<file path="config.mk">
export PLATFORM = sky130hd
export DESIGN_NAME = ubr_nextpc
export DESIGN_NICKNAME = d
export VERILOG_FILES = /design/src/rtl/ubr_pkg.sv /design/src/rtl/ubr_decode.sv /design/src/rtl/ubr_target.sv /design/src/rtl/ubr_state.sv /design/src/rtl/ubr_nextpc.sv
export SDC_FILE = /design/constraint.sdc
export NUM_CORES = 1
export LEC_CHECK = 0
export BUFFER_PORTS_ARGS = -buffer_cell sky130_fd_sc_hd__buf_2
export CAP_MARGIN = 20
export CELL_PAD_IN_SITES_DETAIL_PLACEMENT = 0
export CELL_PAD_IN_SITES_GLOBAL_PLACEMENT = 1
export CORE_MARGIN = 10
export CORE_UTILIZATION = 42
export DETAILED_ROUTE_END_ITERATION = 6
export HOLD_SLACK_MARGIN = 0.05
export PLACE_DENSITY_LB_ADDON = 0.1
export SETUP_SLACK_MARGIN = 0.05
export SLEW_MARGIN = 20
export SYNTH_ARGS = -nofsm -noshare
export SYNTH_HDL_FRONTEND = slang
export SYNTH_SLANG_ARGS = --single-unit
</file>
<file path="constraint.sdc">
create_clock -name clk -period 4.45 [get_ports clk]
set_clock_uncertainty 0.15 [all_clocks]
set_input_delay 0.445 -clock clk [delete_from_list [all_inputs] [get_ports clk]]
set_output_delay 0.445 -clock clk [all_outputs]
set_load 0.01 [all_outputs]
</file>
<file path="src/rtl/ubr_pkg.sv">
package ubr_pkg;
   localparam int INSN_W     = 32;
   localparam int WORDS_W    = 24;
   localparam int DISP_W     = WORDS_W + 2;
   localparam logic [5:0] OPC_UBR = 6'd18;

   typedef struct packed {
      logic                is_br;
      logic                abs_sel;
      logic                link_sel;
      logic [WORDS_W-1:0]  words;
   } br_fields_t;
endpackage

</file>
<file path="src/rtl/ubr_decode.sv">
module ubr_decode
   import ubr_pkg::*;
(
   input  logic [INSN_W-1:0] word_i,
   output br_fields_t        fld_o
);
   always_comb begin
      fld_o.is_br    = (word_i[31:26] == OPC_UBR);
      fld_o.abs_sel  = word_i[1];
      fld_o.link_sel = word_i[0];
      fld_o.words    = word_i[25:2];
   end

   always_comb begin

      decode_opc_chk: assert (fld_o.is_br == ((word_i & 32'hFC00_0000) == 32'h4800_0000));
   end
endmodule

</file>
<file path="src/rtl/ubr_target.sv">
module ubr_target
   import ubr_pkg::*;
#(
   parameter int ADDR_W = 64
) (
   input  logic                clk,
   input  logic                rst,
   input  logic [ADDR_W-1:0]   pc_i,
   input  br_fields_t          fld_i,
   output logic [ADDR_W-1:0]   target_o
);
   logic [ADDR_W-1:0] disp;
   logic [DISP_W-1:0] raw;

   assign raw = {fld_i.words, 2'b00};

   generate
      if (ADDR_W == DISP_W) begin : g_narrow
         assign disp = raw;
      end else begin : g_wide
         assign disp = {{(ADDR_W-DISP_W){raw[DISP_W-1]}}, raw};
      end
   endgenerate

   always_comb begin
      if (fld_i.abs_sel) target_o = disp;
      else               target_o = pc_i + disp;
   end


   target_align_chk: assert property (@(posedge clk) disable iff (rst)
      target_o[1:0] == 2'b00);
endmodule

</file>
<file path="src/rtl/ubr_state.sv">
module ubr_state
   import ubr_pkg::*;
#(
   parameter int                ADDR_W    = 64,
   parameter logic [ADDR_W-1:0] RESET_VEC = '0
) (
   input  logic                clk,
   input  logic                rst,
   input  logic                vld_i,
   input  br_fields_t          fld_i,
   input  logic [ADDR_W-1:0]   target_i,
   output logic [ADDR_W-1:0]   pc_o,
   output logic [ADDR_W-1:0]   link_o,
   output logic                taken_o
);
   localparam logic [ADDR_W-1:0] STEP = ADDR_W'(4);

   logic [ADDR_W-1:0] seq_pc;
   logic              fire;

   assign seq_pc = pc_o + STEP;
   assign fire   = vld_i & fld_i.is_br;

   always_ff @(posedge clk) begin
      if (rst) begin
         pc_o    <= RESET_VEC;
         link_o  <= '0;
         taken_o <= 1'b0;
      end else begin
         taken_o <= fire;
         if (vld_i) begin
            pc_o <= fire ? target_i : seq_pc;
            if (fire && fld_i.link_sel) link_o <= seq_pc;
         end
      end
   end


   idle_hold_chk: assert property (@(posedge clk) disable iff (rst)
      !vld_i |=> ($stable(pc_o) && $stable(link_o) && !taken_o));

   seq_step_chk: assert property (@(posedge clk) disable iff (rst)
      (vld_i && !fld_i.is_br) |=> (pc_o == $past(pc_o) + STEP && $stable(link_o)));

   link_write_chk: assert property (@(posedge clk) disable iff (rst)
      (vld_i && fld_i.is_br && fld_i.link_sel) |=> (link_o == $past(pc_o) + STEP));

   link_keep_chk: assert property (@(posedge clk) disable iff (rst)
      (vld_i && fld_i.is_br && !fld_i.link_sel) |=> $stable(link_o));

   taken_pulse_chk: assert property (@(posedge clk) disable iff (rst)
      (vld_i && fld_i.is_br) |=> (taken_o && pc_o == $past(target_i)));

   taken_quiet_chk: assert property (@(posedge clk) disable iff (rst)
      !(vld_i && fld_i.is_br) |=> !taken_o);

   pc_align_chk: assert property (@(posedge clk) disable iff (rst)
      pc_o[1:0] == 2'b00);
endmodule

</file>
<file path="src/rtl/ubr_nextpc.sv">
module ubr_nextpc
   import ubr_pkg::*;
#(
   parameter int                ADDR_W    = 64,
   parameter logic [ADDR_W-1:0] RESET_VEC = ADDR_W'(32'h0010_0000)
) (
   input  logic                clk,
   input  logic                rst,
   input  logic                insn_vld,
   input  logic [31:0]         insn_word,
   output logic [ADDR_W-1:0]   pc_o,
   output logic [ADDR_W-1:0]   link_o,
   output logic                taken_o
);
   generate
      if (ADDR_W < DISP_W) begin : g_bad_width
         $error("ubr_nextpc: ADDR_W must cover the 26-bit displacement");
      end
      if (RESET_VEC[1:0] != 2'b00) begin : g_bad_vec
         $error("ubr_nextpc: RESET_VEC must be word aligned");
      end
   endgenerate

   br_fields_t        fld;
   logic [ADDR_W-1:0] target;

   ubr_decode u_dec (
      .word_i (insn_word),
      .fld_o  (fld)
   );

   ubr_target #(.ADDR_W(ADDR_W)) u_tgt (
      .clk      (clk),
      .rst      (rst),
      .pc_i     (pc_o),
      .fld_i    (fld),
      .target_o (target)
   );

   ubr_state #(.ADDR_W(ADDR_W), .RESET_VEC(RESET_VEC)) u_st (
      .clk      (clk),
      .rst      (rst),
      .vld_i    (insn_vld),
      .fld_i    (fld),
      .target_i (target),
      .pc_o     (pc_o),
      .link_o   (link_o),
      .taken_o  (taken_o)
   );


   reset_state_chk: assert property (@(posedge clk)
      rst |=> (pc_o == RESET_VEC && link_o == '0 && !taken_o));
endmodule

</file>
# Word-level counts from Yosys, hierarchy flattened
# Index checks and enable logic that the tools add are counted.
[op_classes]
n_addsub = 2
n_eq_ne = 1
muxes = 2
n_bitwise = 1
reduce_logical = 2
[ops]
columns = ["cell", "n"]
rows = [
  ["64-bit two-way mux", 2],
  ["64-bit by 3-bit adder with 64-bit output (second input constant)", 1],
  ["64-bit adder", 1],
  ["6-bit by 5-bit equality test with 1-bit output (second input constant)", 1],
  ["2-bit AND reduction", 1],
  ["1-bit AND", 1],
  ["1-bit logical AND", 1],
]
[word_totals]
register_bits = 129
output_inout_bits = 129

# Depth between registers and ports, before layout
[logic_depth]
ltp_word = 4
ltp_mapped = 11

# Hierarchy
# From an unflattened synthesis, not the netlist that was laid out.
[unflattened]
cells_unflattened = 1561
area_unflattened_um2 = 11409.7
[modules_own_cells]
columns = ["module", "instances", "cells_per_inst", "area_each_um2", "seq_area_each_um2"]
rows = [
  ["ubr_state", 1, 890, 6986.7, 2582.5],
  ["ubr_target", 1, 643, 4206.5, 0.0],
  ["ubr_decode", 1, 28, 216.5, 0.0],
]

# Worst setup path after synthesis
# OpenSTA, ideal clock, no wires.
[synth_timing]
path_type = "input-to-reg"
from = "input port insn_word[2]"
to = "register u_st.pc_o[62]"
setup_ps = 87
t_arrival_ps = 2984
required_time_ps = 4213
slack_ps = 1229
cell_stages = 11
path_buffers = 0
cell_sequence = "ha_1 > fa_1 > a211oi_1 > o21bai_1 > a31o_2 > o2111ai_1 > a21oi_1 > a211oi_2 > nor3b_1 > o31a_1 > o31ai_1"
[synth_via]
elab_chain_len = 3
[synth_rtl]
columns = ["item", "line", "source"]
rows = [
  ["from (decl)", "ubr_nextpc.sv:10", "input logic [31:0] insn_word,"],
  ["64-bit adder", "ubr_target.sv:27", "else target_o = pc_i + disp;"],
  ["64-bit two-way mux", "ubr_target.sv:26", "if (fld_i.abs_sel) target_o = disp;"],
  ["64-bit two-way mux", "ubr_state.sv:32", "pc_o <= fire ? target_i : seq_pc;"],
  ["to (signal assigned)", "ubr_state.sv:32", ""],
  ["to (decl)", "ubr_state.sv:12", "output logic [ADDR_W-1:0] pc_o,"],
]
# Every way passes these cells.
# A chain may end at the register's enable or synchronous reset.

# Worst setup path in the final report
[layout_timing]
from = "register u_st.pc_o[2]"
to = "register u_st.pc_o[62]"
[layout_via]
elab_chain_len = 3
word_cells_on_any_way = 4
[layout_rtl]
columns = ["item", "line"]
rows = [
  ["64-bit adder", "ubr_target.sv:27"],
  ["64-bit two-way mux", "ubr_target.sv:26"],
  ["64-bit two-way mux (*)", "ubr_state.sv:32"],
]
# Every way passes the cells marked *; elsewhere a longest branch is shown, timed or not.

==> flow_summary.toml <==
[synth]
ys.flop_type = "dfxtp_1"
syn-instance-count = 1472
synth-edff-count = 0
synthTopCellsByArea = "dfxtp_1 23%, ha_1 7.3%, a21oi_1 6.3%"
async_flop_share_pct = 0
synth_area_mm2 = 0.01067
ys_ff_latch = 125
syn_avg_cell_area_um2 = 7.249
ys_seq_area_share_pct = 23.45
synth_top_area_share_pct = 23.45
yosys_warnings = 0
ys_types = 85
yosysTopAreaCell = "dfxtp_1"

[detailed_routing]
viasPerCell = 6.068
ant_nets = 0
top_layer = "met4"
first_pass_iters = 7
met1_length_mm = 20.93
routed_wl_mm = 42.52
wl_met2_mm = 18.02
wl_met3_mm = 3.057
post_drt_wl_per_cell_um = 22.10
drc = 0
vias = 11670
drtIter0Drc = 1234

[worst_hold_path]
hold_class = "input port to register"
min_path_cells = 4
whs_endpoint = "u_st.link_o[3]"
worstHoldStart = "insn_word[0]"

[worst_setup_path]
critPathTopFamily = "compound AO/OA/AOI/OAI gates"
reg2reg_to = "u_st.pc_o[62]"
path_class = "register to register"
slowest_delay_ns = 0.44
crit_slowest_cell = "a211oi_2"
reg2reg_depth = 11
timing.critical_path.from_type = "register"
reg2reg_slack_ns = 0.72
endpoint_kind = "register"
crit_buf_inv = 0
cp.required_ns = 4.64
cp.arrival_ns = 3.92
cp_cell_sequence = "ha_1 -> fa_1 -> a211oi_1 -> o21bai_1 -> a31o_2 -> o2111ai_1 -> a21oi_1 -> a211oi_2 -> nor3b_1 -> o31a_1 -> o31ai_1"
r2r-start = "u_st.pc_o[2]"
critPathMaxFanout = 8

[timing]
finalSetupViolCount = 0
maxSlewHeadroom_pct = 43.93
worst_slew_pin_slew_ns = 0.8379
period_needed_ns = 3.727
rsz0062_at_grt = "false"
setup-tns-final_ns = 0
hold_violations = 0
fin_crit_sh_pct = 83.75
whs_ns = 0.2043
fmax_mhz = 268.3
slew_violations = 0

[cts]
ctsLongestPathBuffers = 2
clk_pin_slew_ns = 0.06
clock_latency_ns = 0.44
cts_tree = "done"
cts_resized = 0
cts_buffers = 17
htreeDepth = 4
cts_setup_buffers = 0
clock-sinks = 125
cts_hold_buf = 0
root_buffer = "clkbuf_16"

[pwr]
leakage_uw = 0.005018
p_per_area_mw_per_mm2 = 235.9
ir_drop_v = 0.0001706

[global_routing]
grt_antenna_before_repair = 0
grt_max_degree = 83
grt_first_pass_wirelength_mm = 65.12
track_usage_pct = 25.77
grt_pass1_vias = 10730
grt_overflow = 0

[placement]
dpl.hpwl_mm = 31.98
gp_congestion = 0.9884
port_buffers = 159

[finish]
antenna_cells = 0
synthToLayoutAreaGrowth_pct = 15.13
fin_nets = 1679
drive_gt1_share_pct = 15.37
mostFrequentLayoutCells = "171 x nand2_1, 160 x nor2_1, 158 x buf_2"
final_common_cell = "nand2_1"

[floorplan]
core_mm2 = 0.02511
pin_count = 164
num_rows = 58
die_h_um = 179.4
dieArea_mm2 = 0.03218
die_width_um = 179.4
start_util_pct = 42.50

[status]
status = "complete, no violations"

[job]
drv_cap = 0
-- worst min-delay path, stage by stage --
cell and delay (ns):
buf_2 0.09, nand2_1 0.07, nand2_1 0.07, a21oi_1 0.05
-- through the flow --
step / util [%] / std cells / total power, uW / worst slack (ns) / area [um^2]
final: 48.92 / 1924 / 2898 / 0.7233 / 12280
after floorplan: - / 1475 / 1393 / 1.229 / 10680
after detailed placement: 46.68 / 1892 / 1512 / 0.6309 / 11720
after global placement: 46.68 / 1892 / 1514 / 0.6397 / 11720
after global routing: 48.92 / 1924 / 2990 / 0.5212 / 12280
after CTS: 48.92 / 1924 / 2907 / 0.7789 / 12280
-- cells in the mapped netlist, types with 7 or more instances --
cell type and count:
dfxtp_1 125, o211ai_1 12, nand4_1 35, nand3_1 42
a211oi_1 71, and4_1 10, o21bai_1 18, a21boi_0 10
nor4_1 7, buf_2 9, and2_1 9, nand2_1 171
a31oi_1 18, o21a_1 17, nor2_1 160, xnor2_1 55
o221ai_1 8, inv_1 26, ha_1 62, nor2b_1 11
a22o_1 7, clkbuf_1 81, nor3_1 36, o21ai_0 104
buf_1 7, and3_1 29, xor2_1 45, a21oi_1 134
a21o_1 22
-- routing by layer --
| layer | vias to the layer above | GRT usage (%) |
|---|---|---|
| met5 | - | 0 |
| met4 | 0 | 4.681 |
| met3 | 37 | 4.003 |
| met2 | 442 | 38.56 |
| met1 | 5531 | 38.31 |
| li1 | 5664 | - |
-- registers in the layout, indices dropped and copies added, names as in the netlist --
signal,cells
u_st.link_o,62
u_st.taken_o,1
u_st.pc_o,62
-- power by group --
| part | internal [uW] | switching (uW) | total (uW) |
|---|---|---|---|
| sequential | 1130 | 12.2 | 1140 |
| clock | 776 | 629 | 1400 |
| combinational | 115 | 241 | 355 |
-- layout make-up --
class                      count  area, um^2
tap                          330       412.9
timing repair buffer         190        1044
clock buffer                  17       425.4
sequential                   125        2502
clock inverter                15       137.6
inverter                      26       97.59
multi-input combinational   1221        7665
fill                        2665       12820
-- worst max-delay path by stage --
stage,end,cells after the start,startpoint
6_report,u_st.pc_o[62],11,u_st.pc_o[2]
3_5_place_dp,u_st.pc_o[62],11,insn_word[25]
4_1_cts,u_st.pc_o[62],11,u_st.pc_o[2]
3_3_place_gp,u_st.pc_o[63],11,insn_word[25]
2_1_floorplan,u_st.pc_o[62],11,insn_word[2]
5_1_grt,u_st.pc_o[62],11,u_st.pc_o[2]
-- cell families after synthesis --
logic type / Yosys count / synth area share [%]
AND/OR/NAND/NOR: 551 / 24.73
XOR/XNOR: 100 / 8.208
other: 1 / 0.03514
adder cells (fa/ha/maj): 63 / 7.458
buffers and inverters: 129 / 4.855
flip-flops: 125 / 23.45
multiplexers: 6 / 0.5746
AO/OA/AOI/OAI: 497 / 30.69
Power figures use the tool's default switching activity.
